[config.mk]
export PLATFORM = sky130hd
export DESIGN_NAME = dram_step_seq
export DESIGN_NICKNAME = d
export VERILOG_FILES = /design/src/rtl/dss_pkg.sv /design/src/rtl/dss_start_detect.sv /design/src/rtl/dss_seq_fsm.sv /design/src/rtl/dss_pin_drive.sv /design/src/rtl/dram_step_seq.sv
export SDC_FILE = /design/constraint.sdc
export NUM_CORES = 1
export LEC_CHECK = 0
export BUFFER_PORTS_ARGS = -buffer_cell sky130_fd_sc_hd__clkbuf_2
export CAP_MARGIN = 10
export CORE_ASPECT_RATIO = 1.2
export CORE_MARGIN = 1.5
export CORE_UTILIZATION = 35
export CTS_CLUSTER_DIAMETER = 50
export DETAILED_ROUTE_END_ITERATION = 16
export GPL_ROUTABILITY_DRIVEN = 0
export PLACE_DENSITY = 0.65
export SYNTH_ARGS = -nofsm -noshare
export SYNTH_HDL_FRONTEND = slang
export SYNTH_SLANG_ARGS = --single-unit
[constraint.sdc]
create_clock -name clk_dot -period 1.57 [get_ports clk_dot]
set_input_delay 0.0785 -clock clk_dot [delete_from_list [all_inputs] [get_ports clk_dot]]
set_output_delay 0.0785 -clock clk_dot [all_outputs]
set_load 0.1 [all_outputs]
[src/rtl/dss_pkg.sv]
package dss_pkg;
  typedef enum logic [2:0] {
    S_IDLE = 3'd0,
    S_ROW  = 3'd1,
    S_RAS  = 3'd2,
    S_COL  = 3'd3,
    S_CAS  = 3'd4,
    S_HOLD = 3'd5
  } seq_state_t;

  function automatic logic [9:0] upper_half10(input logic [19:0] a);
    return a[19:10];
  endfunction

  // RAS is low from the RAS step (or merged column step) to the hold step
  function automatic logic row_strobe_on(input seq_state_t s);
    return (s == S_RAS) || (s == S_COL) || (s == S_CAS) || (s == S_HOLD);
  endfunction

  function automatic logic col_strobe_on(input seq_state_t s);
    return (s == S_CAS) || (s == S_HOLD);
  endfunction

  function automatic logic col_addr_phase(input seq_state_t s);
    return (s == S_COL) || (s == S_CAS) || (s == S_HOLD);
  endfunction

  function automatic seq_state_t step_after(input seq_state_t s, input logic merged);
    case (s)
      S_ROW:   return merged ? S_COL : S_RAS;
      S_RAS:   return S_COL;
      S_COL:   return S_CAS;
      S_CAS:   return S_HOLD;
      default: return S_IDLE;
    endcase
  endfunction
endpackage

[src/rtl/dss_start_detect.sv]
module dss_start_detect (
  input  logic clk_dot,
  input  logic rst,
  input  logic bus_clk,
  input  logic req,
  output logic start
);
  logic bus_q;
  logic bus_rise;

  always_ff @(posedge clk_dot) begin
    if (rst) bus_q <= 1'b1;
    else     bus_q <= bus_clk;
  end

  assign bus_rise = bus_clk & ~bus_q;
  assign start    = bus_rise & req;

  a_r1_start_needs_low_before: assert property (@(posedge clk_dot) disable iff (rst)
    start |-> ($past(!bus_clk) || $past(rst)));
endmodule

[src/rtl/dss_seq_fsm.sv]
module dss_seq_fsm #(
  parameter int ADDR_W = 20,
  parameter int DATA_W = 8
) (
  input  logic                   clk_dot,
  input  logic                   rst,
  input  logic                   start,
  input  logic                   wr,
  input  logic                   merge,
  input  logic [ADDR_W-1:0]      addr,
  input  logic [DATA_W-1:0]      wdata,
  output dss_pkg::seq_state_t    state,
  output logic                   wr_q,
  output logic [ADDR_W-1:0]      addr_q,
  output logic [DATA_W-1:0]      wdata_q
);
  import dss_pkg::*;
  logic merge_q;
  logic take;

  assign take = (state == S_IDLE) && start;

  always_ff @(posedge clk_dot) begin
    if (rst) begin
      state   <= S_IDLE;
      wr_q    <= 1'b0;
      merge_q <= 1'b0;
      addr_q  <= '0;
      wdata_q <= '0;
    end else if (take) begin
      state   <= S_ROW;
      wr_q    <= wr;
      merge_q <= merge;
      addr_q  <= addr;
      wdata_q <= wdata;
    end else if (state != S_IDLE) begin
      state <= step_after(state, merge_q);
    end
  end

  a_r3_merged_skips_ras: assert property (@(posedge clk_dot) disable iff (rst)
    (state == S_ROW && merge_q) |=> (state == S_COL));
  a_r2_normal_visits_ras: assert property (@(posedge clk_dot) disable iff (rst)
    (state == S_ROW && !merge_q) |=> (state == S_RAS));
endmodule

[src/rtl/dss_pin_drive.sv]
module dss_pin_drive #(
  parameter int ADDR_W = 20,
  parameter int DATA_W = 8
) (
  input  dss_pkg::seq_state_t      state,
  input  logic                     wr_q,
  input  logic [ADDR_W-1:0]        addr_q,
  input  logic [DATA_W-1:0]        wdata_q,
  output logic [ADDR_W/2-1:0]      dram_a,
  output logic                     ras_n,
  output logic                     cas_n,
  output logic                     we_n,
  output logic                     dq_oe,
  output logic [DATA_W-1:0]        dq_out,
  output logic                     rd_capture
);
  import dss_pkg::*;
  localparam int HALF = ADDR_W / 2;

  logic [HALF-1:0] row_part;
  logic [HALF-1:0] col_part;
  logic            busy;

  generate
    if (ADDR_W == 20) begin : g_fn
      assign row_part = upper_half10(addr_q);
    end else begin : g_slice
      assign row_part = addr_q[ADDR_W-1:HALF];
    end
  endgenerate
  assign col_part = addr_q[HALF-1:0];
  assign busy     = (state != S_IDLE);

  always_comb begin
    dram_a     = col_addr_phase(state) ? col_part : row_part;
    ras_n      = !row_strobe_on(state);
    cas_n      = !col_strobe_on(state);
    we_n       = !(wr_q && col_addr_phase(state));
    dq_oe      = wr_q && busy;
    rd_capture = !wr_q && (state == S_HOLD);
    dq_out     = wdata_q;
  end
endmodule

[src/rtl/dram_step_seq.sv]
module dram_step_seq #(
  parameter int ADDR_W = 20,
  parameter int DATA_W = 8
) (
  input  logic                   clk_dot,
  input  logic                   rst,
  input  logic                   bus_clk,
  input  logic                   req,
  input  logic                   wr,
  input  logic                   merge,
  input  logic [ADDR_W-1:0]      addr,
  input  logic [DATA_W-1:0]      wdata,
  output logic [ADDR_W/2-1:0]    dram_a,
  output logic                   ras_n,
  output logic                   cas_n,
  output logic                   we_n,
  output logic                   dq_oe,
  output logic [DATA_W-1:0]      dq_out,
  output logic                   rd_capture
);
  import dss_pkg::*;

  logic              start_w;
  seq_state_t        state_w;
  logic              wr_w;
  logic [ADDR_W-1:0] addr_w;
  logic [DATA_W-1:0] wdata_w;

  dss_start_detect u_start (
    .clk_dot(clk_dot), .rst(rst), .bus_clk(bus_clk), .req(req), .start(start_w)
  );

  dss_seq_fsm #(.ADDR_W(ADDR_W), .DATA_W(DATA_W)) u_fsm (
    .clk_dot(clk_dot), .rst(rst), .start(start_w), .wr(wr), .merge(merge),
    .addr(addr), .wdata(wdata), .state(state_w), .wr_q(wr_w),
    .addr_q(addr_w), .wdata_q(wdata_w)
  );

  dss_pin_drive #(.ADDR_W(ADDR_W), .DATA_W(DATA_W)) u_pins (
    .state(state_w), .wr_q(wr_w), .addr_q(addr_w), .wdata_q(wdata_w),
    .dram_a(dram_a), .ras_n(ras_n), .cas_n(cas_n), .we_n(we_n),
    .dq_oe(dq_oe), .dq_out(dq_out), .rd_capture(rd_capture)
  );

  a_r5_idle_released: assert property (@(posedge clk_dot) disable iff (rst)
    (state_w == S_IDLE) |-> (ras_n && cas_n && we_n && !dq_oe && !rd_capture));
  a_r2_cas_after_ras: assert property (@(posedge clk_dot) disable iff (rst)
    $fell(cas_n) |-> (!ras_n && $past(!ras_n)));
  a_r4_release_together: assert property (@(posedge clk_dot) disable iff (rst)
    $rose(ras_n) |-> (cas_n && we_n && !dq_oe && $past(!cas_n)));
  a_r6_capture_inside_cas: assert property (@(posedge clk_dot) disable iff (rst)
    rd_capture |-> (!cas_n && $past(!cas_n) && we_n));
  a_r8_we_under_ras: assert property (@(posedge clk_dot) disable iff (rst)
    !we_n |-> (!ras_n && dq_oe));
  a_r9_quiet_bus_low: assert property (@(posedge clk_dot) disable iff (rst)
    !bus_clk |-> (ras_n && cas_n && we_n && !rd_capture));
endmodule

==> results of run 1 <==
==> state kept, by name, summed over array words and instances (netlist names) <==
name           cells
u_fsm.wr_q         1
u_fsm.merge_q      1
u_fsm.wdata_q      8
u_fsm.state        3
u_fsm.addr_q      20
u_start.bus_q      1
==> routing by layer <==
layer  global-route usage, %  wire length (um)
met1                   17.44              1499
met2                   23.96              1541
met3                   5.022               186
met4                   7.609                98
met5                       0                 0
==> worst max-delay path: cells and delay by family, from the launching register on <==
family / cells / cell delay, ns
flops: 1 / 0.35
simple gates: 2 / 0.30
mux: 1 / 0.32
buf+inv: 2 / 0.32
==> logic make-up (layout without fill, tap and decap cells) <==
group | count (synthesis) | in the layout | synth area share [%]
AO/OA/AOI/OAI | 4 | 4 | 1.759
flip-flops | 34 | 34 | 43.49
multiplexers | 40 | 40 | 26.38
buffers and inverters | 14 | 77 | 5.995
XOR/XNOR | 2 | 2 | 1.119
AND/OR/NAND/NOR | 74 | 74 | 21.26
==> repair_timing <==
item / in CTS / in global routing
pin swaps: 1 / 0
endpoints found under the hold margin: 1 / 0
buffers inserted: 0 / 1
hold buffers: 1 / 0
endpoints found under the setup margin: 10 / 10
resized for setup: 2 / 2
==> layout make-up <==
cell class                 count  area share, %
tap                           56          2.995
sequential                    34          29.25
clock buffer                   5          2.941
timing repair buffer          68          26.10
inverter                       1         0.1604
multi-input combinational    120          36.63
clock inverter                 3          1.925
==> cell usage in the layout, fill, tap and decap left out, types with 2 or more instances in the layout <==
cell type / count
mux2i_1: 30
nand3b_1: 2
a21oi_1: 2
nand2_1: 62
o31a_1: 2
clkbuf_2: 41
buf_4: 10
clkbuf_8: 5
mux2_4: 10
nand2_2: 2
dfxtp_2: 3
clkinvlp_4: 2
buf_12: 16
dfxtp_1: 31
==> power by group <==
part / switching (mW) / internal [mW] / total [mW]
Combinational: 0.192 / 0.134 / 0.325
Clock: 0.328 / 0.472 / 0.800
Sequential: 0.0156 / 0.886 / 0.902
Total: 0.535 / 1.49 / 2.03
==> how the worst max path moves through the flow <==
stage / from / to / slack [ns] / depth (start not counted)
finish: u_fsm.state[2]$_SDFFE_PP0N_ / dram_a[3] / -0.08 / 5
global route: u_fsm.state[2]$_SDFFE_PP0N_ / dram_a[0] / -0.13 / 5
CTS: u_fsm.state[2]$_SDFFE_PP0N_ / dram_a[3] / -0.12 / 5
detailed placement: u_fsm.state[2]$_SDFFE_PP0N_ / u_fsm.addr_q[14]$_SDFFE_PP0P_ / 0.13 / 4
global placement: u_fsm.state[1]$_SDFFE_PP0N_ / u_fsm.addr_q[2]$_SDFFE_PP0P_ / 0.14 / 5
floorplan: u_fsm.state[1]$_SDFFE_PP0N_ / rd_capture / -0.13 / 3
==> out/results.ini, run 1 <==
[status]
status=finished with violations
failed_checks=setup timing

[synthesis]
yosysWarnings=0
yosys.area.top_type=dfxtp_1
yosysMostFrequentCell=nand2_1
synth_edf_count=0
synth_nets=202
synth.area.top_cells=dfxtp_1 43%, mux2i_1 19%, nand2_1 15%, mux2_2 7.2%, buf_6 2.9%
synthCells=168
synth.cell_area_um2=1565
synth-seq-area-share_pct=43.49
synth_flop_cell=dfxtp_1
yosys-top-cells-count=64 x nand2_1, 34 x dfxtp_1, 30 x mux2i_1, 10 x mux2_2, 6 x clkbuf_1
synth_cell_types=19
ys_ff_latch=34
synth_top_cell_area_share_pct=43.49
syn_area_per_cell_um2=9.317
async_flop_share_pct=0

[sta]
finalHoldWorstSlack_ns=0.008318
finalMaxSlewViolations=0
slew_headroom_pct=63.73
setup_violations=10
fmax_ghz=0.6055
fin_tns_setup_ns=-0.7684
fin_ws_ns=-0.08159
layout_min_cycle_time_ns=1.652
rsz0062_at_grt=true
period_share_pct=105.2
hold_viol_final=0
worstMarginPinSlew_ns=0.5463
finClkSkew_ns=0.005347

[routing]
first_pass_iters=4
ant_nets=0
vias=1251
drt_wl_total_um=3326
post_drt_wl_per_cell_um=11.59
drt_first_iter_violations=55
drc=0
detail_route.vias_per_cell=4.359

[clocking]
clkLatencyLatePin_ns=0.28
numCtsBuffers=5
cts_tree=yes
clock_sinks=34
cts_root_buffer=clkbuf_8
cts.path.max_buffers=2
path_clk_slew_ns=0.07
htree_levels=2

[critical_path]
cp_cell_sequence=nand3b_1 -> nand2_2 -> buf_12 -> mux2_4 -> buf_12
timing.rr.end=u_fsm.addr_q[14]$_SDFFE_PP0P_
cp.arrival_ns=1.57
critPathCaptureType=primary output
path_class=reg2out
slowest_stage=dfxtp_2
cpMostUsedCell=buf_12
r2r_slack_ns=0.12
crit-reg2reg-launch=u_fsm.state[1]$_SDFFE_PP0N_
critPathMaxStageDelay_ns=0.35
cp_max_fo=9
reg2reg_depth=5
critical_path_required_ns=1.49
cp-start-kind=flop

[die]
design.die.area_um2=4884
ios=57
core_area_um2=4262
die-height_um=76.26
num_rows=26
initial_core_util_pct=36.73
dieWidth_um=64.05

[min_path]
worstHoldEndpoint=u_fsm.state[2]$_SDFFE_PP0N_
hold_depth=2
worstHoldPathType=in2reg
hold_path_startpoint=rst

[global_route]
track_usage_pct=14.92
grt_overflow=0
antenna_found_initial=0
grt_max_degree=39
grt_pass1_wl_um=5761
grt_pass1_vias=1310

[layout]
drive_gt1_share_pct=41.56
final_cell_count_no_fill=287
seq_area_um2=684.4
multiInputGateArea_um2=857.1
syn2layout_area_growth_pct=49.48
final_area_um2=2340
fill_cells=377
fin_util_pct=54.90
insertedDiodeCount=0
nets=264

[place]
dpl-instance-area_um2=2201
place_inst=277
port_buffers=56
dp_hpwl_um=2424
dp_slack_ns=0.1303

[power_and_ir_drop]
p_per_area_nw_per_um2=866.5
power_mw=2.027
ir_drop_mv=0.5643
power.leakage_nw=0.9657

[flow_run]
maxCapViolCount=0

Note: power is estimated with default switching activity, not from simulation.
==> inputs of run 2 (changes only) <==
--- a/config.mk
+++ b/config.mk
@@ -9,11 +9,11 @@
 export CAP_MARGIN = 10
 export CORE_ASPECT_RATIO = 1.2
 export CORE_MARGIN = 1.5
-export CORE_UTILIZATION = 35
+export CORE_UTILIZATION = 30
 export CTS_CLUSTER_DIAMETER = 50
 export DETAILED_ROUTE_END_ITERATION = 16
 export GPL_ROUTABILITY_DRIVEN = 0
-export PLACE_DENSITY = 0.65
+export PLACE_DENSITY = 0.58
 export SYNTH_ARGS = -nofsm -noshare
 export SYNTH_HDL_FRONTEND = slang
 export SYNTH_SLANG_ARGS = --single-unit
==> run 2 against run 1 <==
The flow still finishes with violations (setup timing). Via count is 0.96% higher. Power fell by 7.6%. Count of clock-buffer cells in the layout grew 2. Die area grew 16%. Critical path depth unchanged. Fmax down 2.0%. Register-to-register slack worse by 0.05 ns. Sequential cell count is the same. Worst setup slack got worse by 0.034 ns. Clock power is 20% lower. Hold slack better by 0.00089 ns.
==> out/results.ini, run 2 (same netlist as run 1, synthesis figures left out) <==
[status]
status=finished with violations
failed_checks=setup timing

[layout]
layout_commonest_cell=nand2_1
insertedDiodeCount=0  ; unchanged
reg.largest.list=u_fsm.addr_q x20, u_fsm.wdata_q x8, u_fsm.state x3
syn2layout_area_growth_pct=49.64
final_cell_count_no_fill=292  ; +1.7%
largest_reg_flops=20  ; unchanged
final_cell_mix=62 x nand2_1, 41 x clkbuf_2, 31 x dfxtp_1
final_area_um2=2342  ; +0.11%
largest_register=u_fsm.addr_q
drive_gt1_share_pct=41.81  ; +0.25 points
nets=265  ; +0.38%

[critical_path]
path_class=reg2out
critical_path_required_ns=1.49  ; about the same
cpMostUsedCell=buf_12
cp-start-kind=flop
critical_path.top_delay_family=flip-flops
cp_max_fo=9  ; unchanged
critPathCaptureType=primary output
critPathBufInv=2  ; unchanged
timing.rr.end=u_fsm.wdata_q[0]$_SDFFE_PP0P_
cp.arrival_ns=1.61  ; +0.04 ns
critPathMaxStageDelay_ns=0.36  ; about the same
r2r_slack_ns=0.07  ; -0.05 ns
cp_cell_sequence=nand3b_1 -> nand2_2 -> buf_12 -> mux2_4 -> buf_12
reg2reg_depth=5  ; unchanged
slowest_stage=dfxtp_4
crit_start=u_fsm.state[2]$_SDFFE_PP0N_
crit-reg2reg-launch=u_fsm.state[1]$_SDFFE_PP0N_

[place]
port_buffers=56  ; unchanged
dp_hpwl_um=2564  ; +5.8%
dpl-instance-area_um2=2218  ; +0.80%
place_inst=281  ; +1.4%

[routing]
post_drt_wl_per_cell_um=12.02  ; +3.7%
vias=1263  ; +0.96%
detail_route.vias_per_cell=4.325  ; -0.77%
first_pass_iters=4  ; unchanged
ant_nets=0  ; unchanged
drt_wl_total_um=3510  ; +5.5%
drt_first_iter_violations=47  ; -15%
drc=0  ; unchanged

[clocking]
cts_tree=yes
numCtsBuffers=5  ; unchanged
clock_sinks=34  ; unchanged
postCtsHoldBufs=0  ; -1
clkLatencyLatePin_ns=0.28  ; about the same
cts_root_buffer=clkbuf_8
htree_levels=2  ; unchanged
cts.path.max_buffers=2  ; unchanged
path_clk_slew_ns=0.07  ; about the same

[die]
die-height_um=82.13  ; +7.7%
core_area_um2=4975  ; +17%
initial_core_util_pct=31.46  ; -5.3 points
dieWidth_um=68.94  ; +7.6%
num_rows=28  ; +7.7%
design.die.area_um2=5662  ; +16%
ios=57  ; unchanged

[sta]
finClkSkew_ns=0.003614  ; -0.001733 ns
hold_viol_final=0  ; unchanged
rsz0062_at_grt=true
finalMaxSlewViolations=0  ; unchanged
fin_ws_ns=-0.1157  ; -0.03410 ns
fmax_ghz=0.5932  ; -2.0%
worstMarginPinSlew_ns=0.5454  ; -0.0009373 ns
setup_violations=10  ; unchanged
slew_headroom_pct=63.80  ; about the same
layout_min_cycle_time_ns=1.686  ; +0.03410 ns
period_share_pct=107.4  ; +2.2 points
finalHoldWorstSlack_ns=0.009209  ; +0.0008907 ns

[power_and_ir_drop]
p_per_area_nw_per_um2=799.9  ; -7.7%
ir_drop_mv=0.5649  ; about the same
power.leakage_nw=0.9722  ; +0.67%

[global_route]
track_usage_pct=13.78  ; -1.1 points
grt_pass1_vias=1247  ; -4.8%
antenna_found_initial=0  ; unchanged
grt_overflow=0  ; unchanged
grt_pass1_wl_um=5782  ; +0.36%
grt_max_degree=39  ; unchanged

[min_path]
hold_depth=2  ; unchanged
hold_path_startpoint=bus_clk
worstHoldEndpoint=u_start.bus_q$_SDFF_PP1_
worstHoldPathType=in2reg

[flow_run]
maxCapViolCount=0  ; unchanged

[run 2: changes by cell type in the layout (fill, tap and decap cells not counted), sizes merged]
cell,before,now
bufinv,1,0
clkinvlp,2,0
clkinv,1,2
clkbuf,46,48
buf,26,28
dlygate4sd3,1,0
[run 2: cell type report]
class                      count  area, um^2
fill                         487        2633
inverter                       1       3.754
sequential                    34       686.9
tap                           60       75.07
clock buffer                   7       86.33
timing repair buffer          69       628.1
clock inverter                 1       5.005
multi-input combinational    120       857.1
[run 2: worst register-to-register path, stage by stage, from the launching register on]
cell and delay [ns]:
dfxtp_2 0.34, buf_4 0.15, nor2_4 0.11, nor4b_4 0.28, buf_4 0.32, mux2i_1 0.23
[run 2: power by group]
| group | internal, mW | switching [mW] | leakage (nW) |
|---|---|---|---|
| clock network | 0.353 | 0.290 | 0.0482 |
| logic | 0.135 | 0.193 | 0.647 |
| registers | 0.886 | 0.0167 | 0.277 |
| total | 1.37 | 0.500 | 0.972 |
[run 2: metrics by stage]
stage / total power [mW] / util [%] / setup TNS [ns] / setup slack (ns)
floorplan: 1.139 / - / -0.1308 / -0.1308
global placement: 1.247 / 44.59 / 0 / 0.1115
detailed placement: 1.250 / 44.59 / 0 / 0.08912
CTS: 1.902 / 47.08 / -0.8725 / -0.09397
global route: 1.965 / 47.08 / -1.624 / -0.1690
finish: 1.874 / 47.08 / -1.093 / -0.1157
[run 2: worst max-delay path by stage]
| stage | to | depth (start not counted) |
|---|---|---|
| 2_1_floorplan | rd_capture | 3 |
| 3_5_place_dp | dram_a[3] | 5 |
| 6_report | dram_a[4] | 5 |
| 5_1_grt | dram_a[3] | 5 |
| 3_3_place_gp | u_fsm.merge_q$_SDFFE_PP0P_ | 5 |
| 4_1_cts | dram_a[3] | 5 |
[run 2: layer usage]
metal | wire (um) | up-vias | global-route usage (%) | part of all wire [%]
met1 | 1614 | 559 | 17.71 | 46
met2 | 1677 | 29 | 21.54 | 48
li1 | - | 671 | - | -
met3 | 163 | 4 | 3.794 | 4.6
met4 | 54 | 0 | 5.882 | 1.5
met5 | 0 | - | 0 | 0
[run 2: what timing repair did]
item | in CTS | in global routing
setup buffers | 3 | 0
pin swaps | 1 | 0
gates resized for setup | 5 | 0
endpoints found under the setup margin | 10 | 10
==> inputs of run 3 (changes only) <==
--- a/config.mk
+++ b/config.mk
@@ -5,15 +5,16 @@
 export SDC_FILE = /design/constraint.sdc
 export NUM_CORES = 1
 export LEC_CHECK = 0
+export ABC_AREA = 1
 export BUFFER_PORTS_ARGS = -buffer_cell sky130_fd_sc_hd__clkbuf_2
 export CAP_MARGIN = 10
 export CORE_ASPECT_RATIO = 1.2
-export CORE_MARGIN = 1.5
+export CORE_MARGIN = 2
 export CORE_UTILIZATION = 30
 export CTS_CLUSTER_DIAMETER = 50
 export DETAILED_ROUTE_END_ITERATION = 16
 export GPL_ROUTABILITY_DRIVEN = 0
-export PLACE_DENSITY = 0.58
+export PLACE_DENSITY = 0.57
 export SYNTH_ARGS = -nofsm -noshare
 export SYNTH_HDL_FRONTEND = slang
 export SYNTH_SLANG_ARGS = --single-unit
==> run 3 against run 2 <==
The run still ends with setup timing left. Count of clock-buffer cells in the layout unchanged. Die area up 7.8%. Fmax up 5.7%. Sequential power up 2%. First-iteration DRC count down 8.5%. Core utilization up 6.5 points. Clock power up 22%. Final area up 21%. Critical path depth up 3. Area after synthesis up 5.3%. Hold slack better by 0.054 ns. Largest power group unchanged. Highest routed layer unchanged.
==> out/results.ini, run 3 <==
[critical_path]
cp.arrival_ns=1.52  ; -0.09 ns
cp_max_fo=8  ; -1
reg2reg_depth=9  ; +4
r2r_slack_ns=0.07  ; about the same
critPathCaptureType=primary output
cp_cell_sequence=buf_6 -> nor2_4 -> nand2_2 -> nand2_4 -> inv_8 -> buf_12 -> buf_4 -> buf_12
critPathBufInv=5  ; +3
timing.rr.end=u_fsm.addr_q[14]$_SDFFE_PP0P_
critical_path_required_ns=1.49  ; about the same
critical_path.top_delay_family=buffers and inverters
slowest_stage=dfxtp_2
crit-reg2reg-launch=u_fsm.state[1]$_SDFFE_PP0N_
path_class=reg2out
critPathMaxStageDelay_ns=0.33  ; -0.03 ns
cp-start-kind=flop
cpMostUsedCell=buf_12

[global_route]
grt_pass1_wl_um=7058  ; +22%
grt_pass1_vias=1579  ; +27%
grt_max_degree=40  ; +2.6%
met2_usage_pct=24.49  ; +3.0 points
antenna_found_initial=0  ; unchanged
grtUsageMet3_pct=5.938  ; +2.1 points
busiest_layer=met2
grt_overflow=0  ; unchanged
track_usage_pct=14.67  ; +0.89 points
use_met1_pct=17.28  ; -0.43 points

[status]
failed_checks=setup timing
status=finished with violations

[place]
dp_hpwl_um=2720  ; +6.1%
port_buffers=56  ; unchanged

[layout]
reg.largest.list=u_fsm.addr_q x20, u_fsm.wdata_q x8, u_fsm.state x3
insertedDiodeCount=0  ; unchanged
fill_cells=468  ; -3.9%
fin_util_pct=53.57  ; +6.5 points
drive_gt1_share_pct=38.46  ; -3.3 points
final_cell_mix=68 x nand2_1, 62 x nor2_1, 41 x clkbuf_2
nets=371  ; +40%
seq_area_um2=686.9  ; unchanged
multiInputGateArea_um2=1018  ; +19%
largest_reg_flops=20  ; unchanged
layout_commonest_cell=nand2_1
largest_register=u_fsm.addr_q
syn2layout_area_growth_pct=72.21

[synthesis]
yosysMostFrequentCell=nand2_1
synth_cell_types=20  ; +1
synthCells=258  ; +54%
synth_flop_cell=dfxtp_1
synth_edf_count=0  ; unchanged
synth.cell_area_um2=1648  ; +5.3%
synth-seq-area-share_pct=41.31  ; -2.2 points
syn_area_per_cell_um2=6.387  ; -31%
synth_nets=292  ; +45%
yosys-top-cells-count=85 x nand2_1, 64 x nor2_1, 36 x inv_1, 34 x dfxtp_1, 13 x nand3_1
async_flop_share_pct=0  ; unchanged
synth_top_cell_area_share_pct=41.31  ; -2.2 points
synth.area.top_cells=dfxtp_1 41%, nand2_1 19%, nor2_1 15%, inv_1 8.2%, buf_6 4.8%
ys_ff_latch=34  ; unchanged
yosysWarnings=0  ; unchanged
yosys.area.top_type=dfxtp_1

[sta]
period_share_pct=101.6  ; -5.8 points
fin_tns_setup_ns=-0.1064  ; +0.9864 ns
finClkSkew_ns=0.006110  ; +0.002496 ns
fin_ws_ns=-0.02440  ; +0.09129 ns
worstMarginPinSlew_ns=0.5500  ; +0.004676 ns
setup_violations=10  ; unchanged
fmax_ghz=0.6272  ; +5.7%
slew_headroom_pct=63.49  ; -0.31 points
layout_min_cycle_time_ns=1.594  ; -0.09129 ns
hold_viol_final=0  ; unchanged
rsz0062_at_grt=true
finalMaxSlewViolations=0  ; unchanged

[clocking]
clkLatencyLatePin_ns=0.28  ; about the same
clock_sinks=34  ; unchanged
htree_levels=2  ; unchanged
cts_root_buffer=clkbuf_8
path_clk_slew_ns=0.07  ; about the same
numCtsBuffers=5  ; unchanged
cts_tree=yes
cts.path.max_buffers=2  ; unchanged

[routing]
post_drt_wl_per_cell_um=11.76  ; -2.2%
vias=1723  ; +36%
ant_nets=0  ; unchanged
detail_route.vias_per_cell=4.308  ; -0.41%
first_pass_iters=4  ; unchanged
drt_wl_total_um=4703  ; +34%
drt_first_iter_violations=43  ; -8.5%
drc=0  ; unchanged

[power_and_ir_drop]
ir_drop_mv=0.5359  ; -5.1%
p_per_area_nw_per_um2=762.9  ; -4.6%
power.leakage_nw=1.416  ; +46%
power_mw=2.165  ; +16%

[min_path]
hold_path_startpoint=wdata[4]
hold_depth=5  ; +3
worstHoldPathType=in2reg
worstHoldEndpoint=u_fsm.wdata_q[4]$_SDFFE_PP0P_

[die]
die-height_um=85.19  ; +3.7%
dieWidth_um=71.66  ; +3.9%
ios=57  ; unchanged
initial_core_util_pct=31.11  ; -0.36 points
core_area_um2=5298  ; +6.5%
design.die.area_um2=6104  ; +7.8%
num_rows=29  ; +3.6%

[flow_run]
maxCapViolCount=0  ; unchanged

==> run 3: per-stage QoR <==
stage / std cells / area [um^2] / worst slack, ns / hold slack [ns]
floorplan: 258 / 1727 / 0.01123 / 0.1509
global placement: 370 / 2240 / 0.1520 / 0.2829
detailed placement: 370 / 2240 / 0.1211 / 0.2845
CTS: 388 / 2556 / -0.006485 / 0.05409
global route: 400 / 2838 / -0.08063 / 0.06853
finish: 400 / 2838 / -0.02440 / 0.06358
==> run 3: cells by family after synthesis <==
family          synth area share [%]
simple gates                   42.37
buf+inv                        14.65
flops                          41.31
compound gates                 1.670
==> run 3: worst max-delay path by stage <==
stage               depth (start not counted)                        start  slack (ns)         to
floorplan                                   7  u_fsm.state[1]$_SDFFE_PP0N_        0.01  dram_a[0]
global placement                            7  u_fsm.state[0]$_SDFFE_PP0P_        0.15  dram_a[6]
detailed placement                          7  u_fsm.state[0]$_SDFFE_PP0P_        0.12  dram_a[7]
CTS                                         9  u_fsm.state[1]$_SDFFE_PP0N_      -0.006  dram_a[7]
global route                                9  u_fsm.state[1]$_SDFFE_PP0N_       -0.08  dram_a[9]
finish                                      8  u_fsm.state[1]$_SDFFE_PP0N_       -0.02      cas_n
==> run 3: report_power, final <==
group / total, mW / leakage [nW] / switching [mW] / internal (mW)
clock: 0.783 / 0.0524 / 0.308 / 0.475
sequential: 0.921 / 0.278 / 0.0256 / 0.896
combinational: 0.461 / 1.09 / 0.285 / 0.176
==> run 3: timing repair <==
action                     in CTS  in global routing
resized for setup              27                 23
hold buffers                    2                  0
setup endpoints to repair      11                 39
gates cloned                    1                  6
pin swaps                       5                 11
buffers inserted                7                  7
hold endpoints to repair        2                  0
==> run 3: tightest hold or removal path, cell delays in order <==
cell and delay, ns:
clkbuf_2 0.08, inv_1 0.04, nand2_1 0.04, nand2_1 0.05
nor2_1 0.03
==> run 3: layer usage <==
| layer | up-vias | part of all wire [%] | wire [um] |
|---|---|---|---|
| met5 | - | 0 | 0 |
| met3 | 7 | 7.8 | 366 |
| met2 | 54 | 48 | 2264 |
| met1 | 747 | 42 | 1993 |
| li1 | 915 | - | - |
| met4 | 0 | 1.7 | 78 |
==> run 3: layout make-up <==
type | count | share of cell area, %
inverter | 37 | 5.159
multi-input combinational | 177 | 35.89
sequential | 34 | 24.21
clock buffer | 7 | 2.690
clock inverter | 1 | 1.058
tap | 62 | 2.734
timing repair buffer | 82 | 28.26
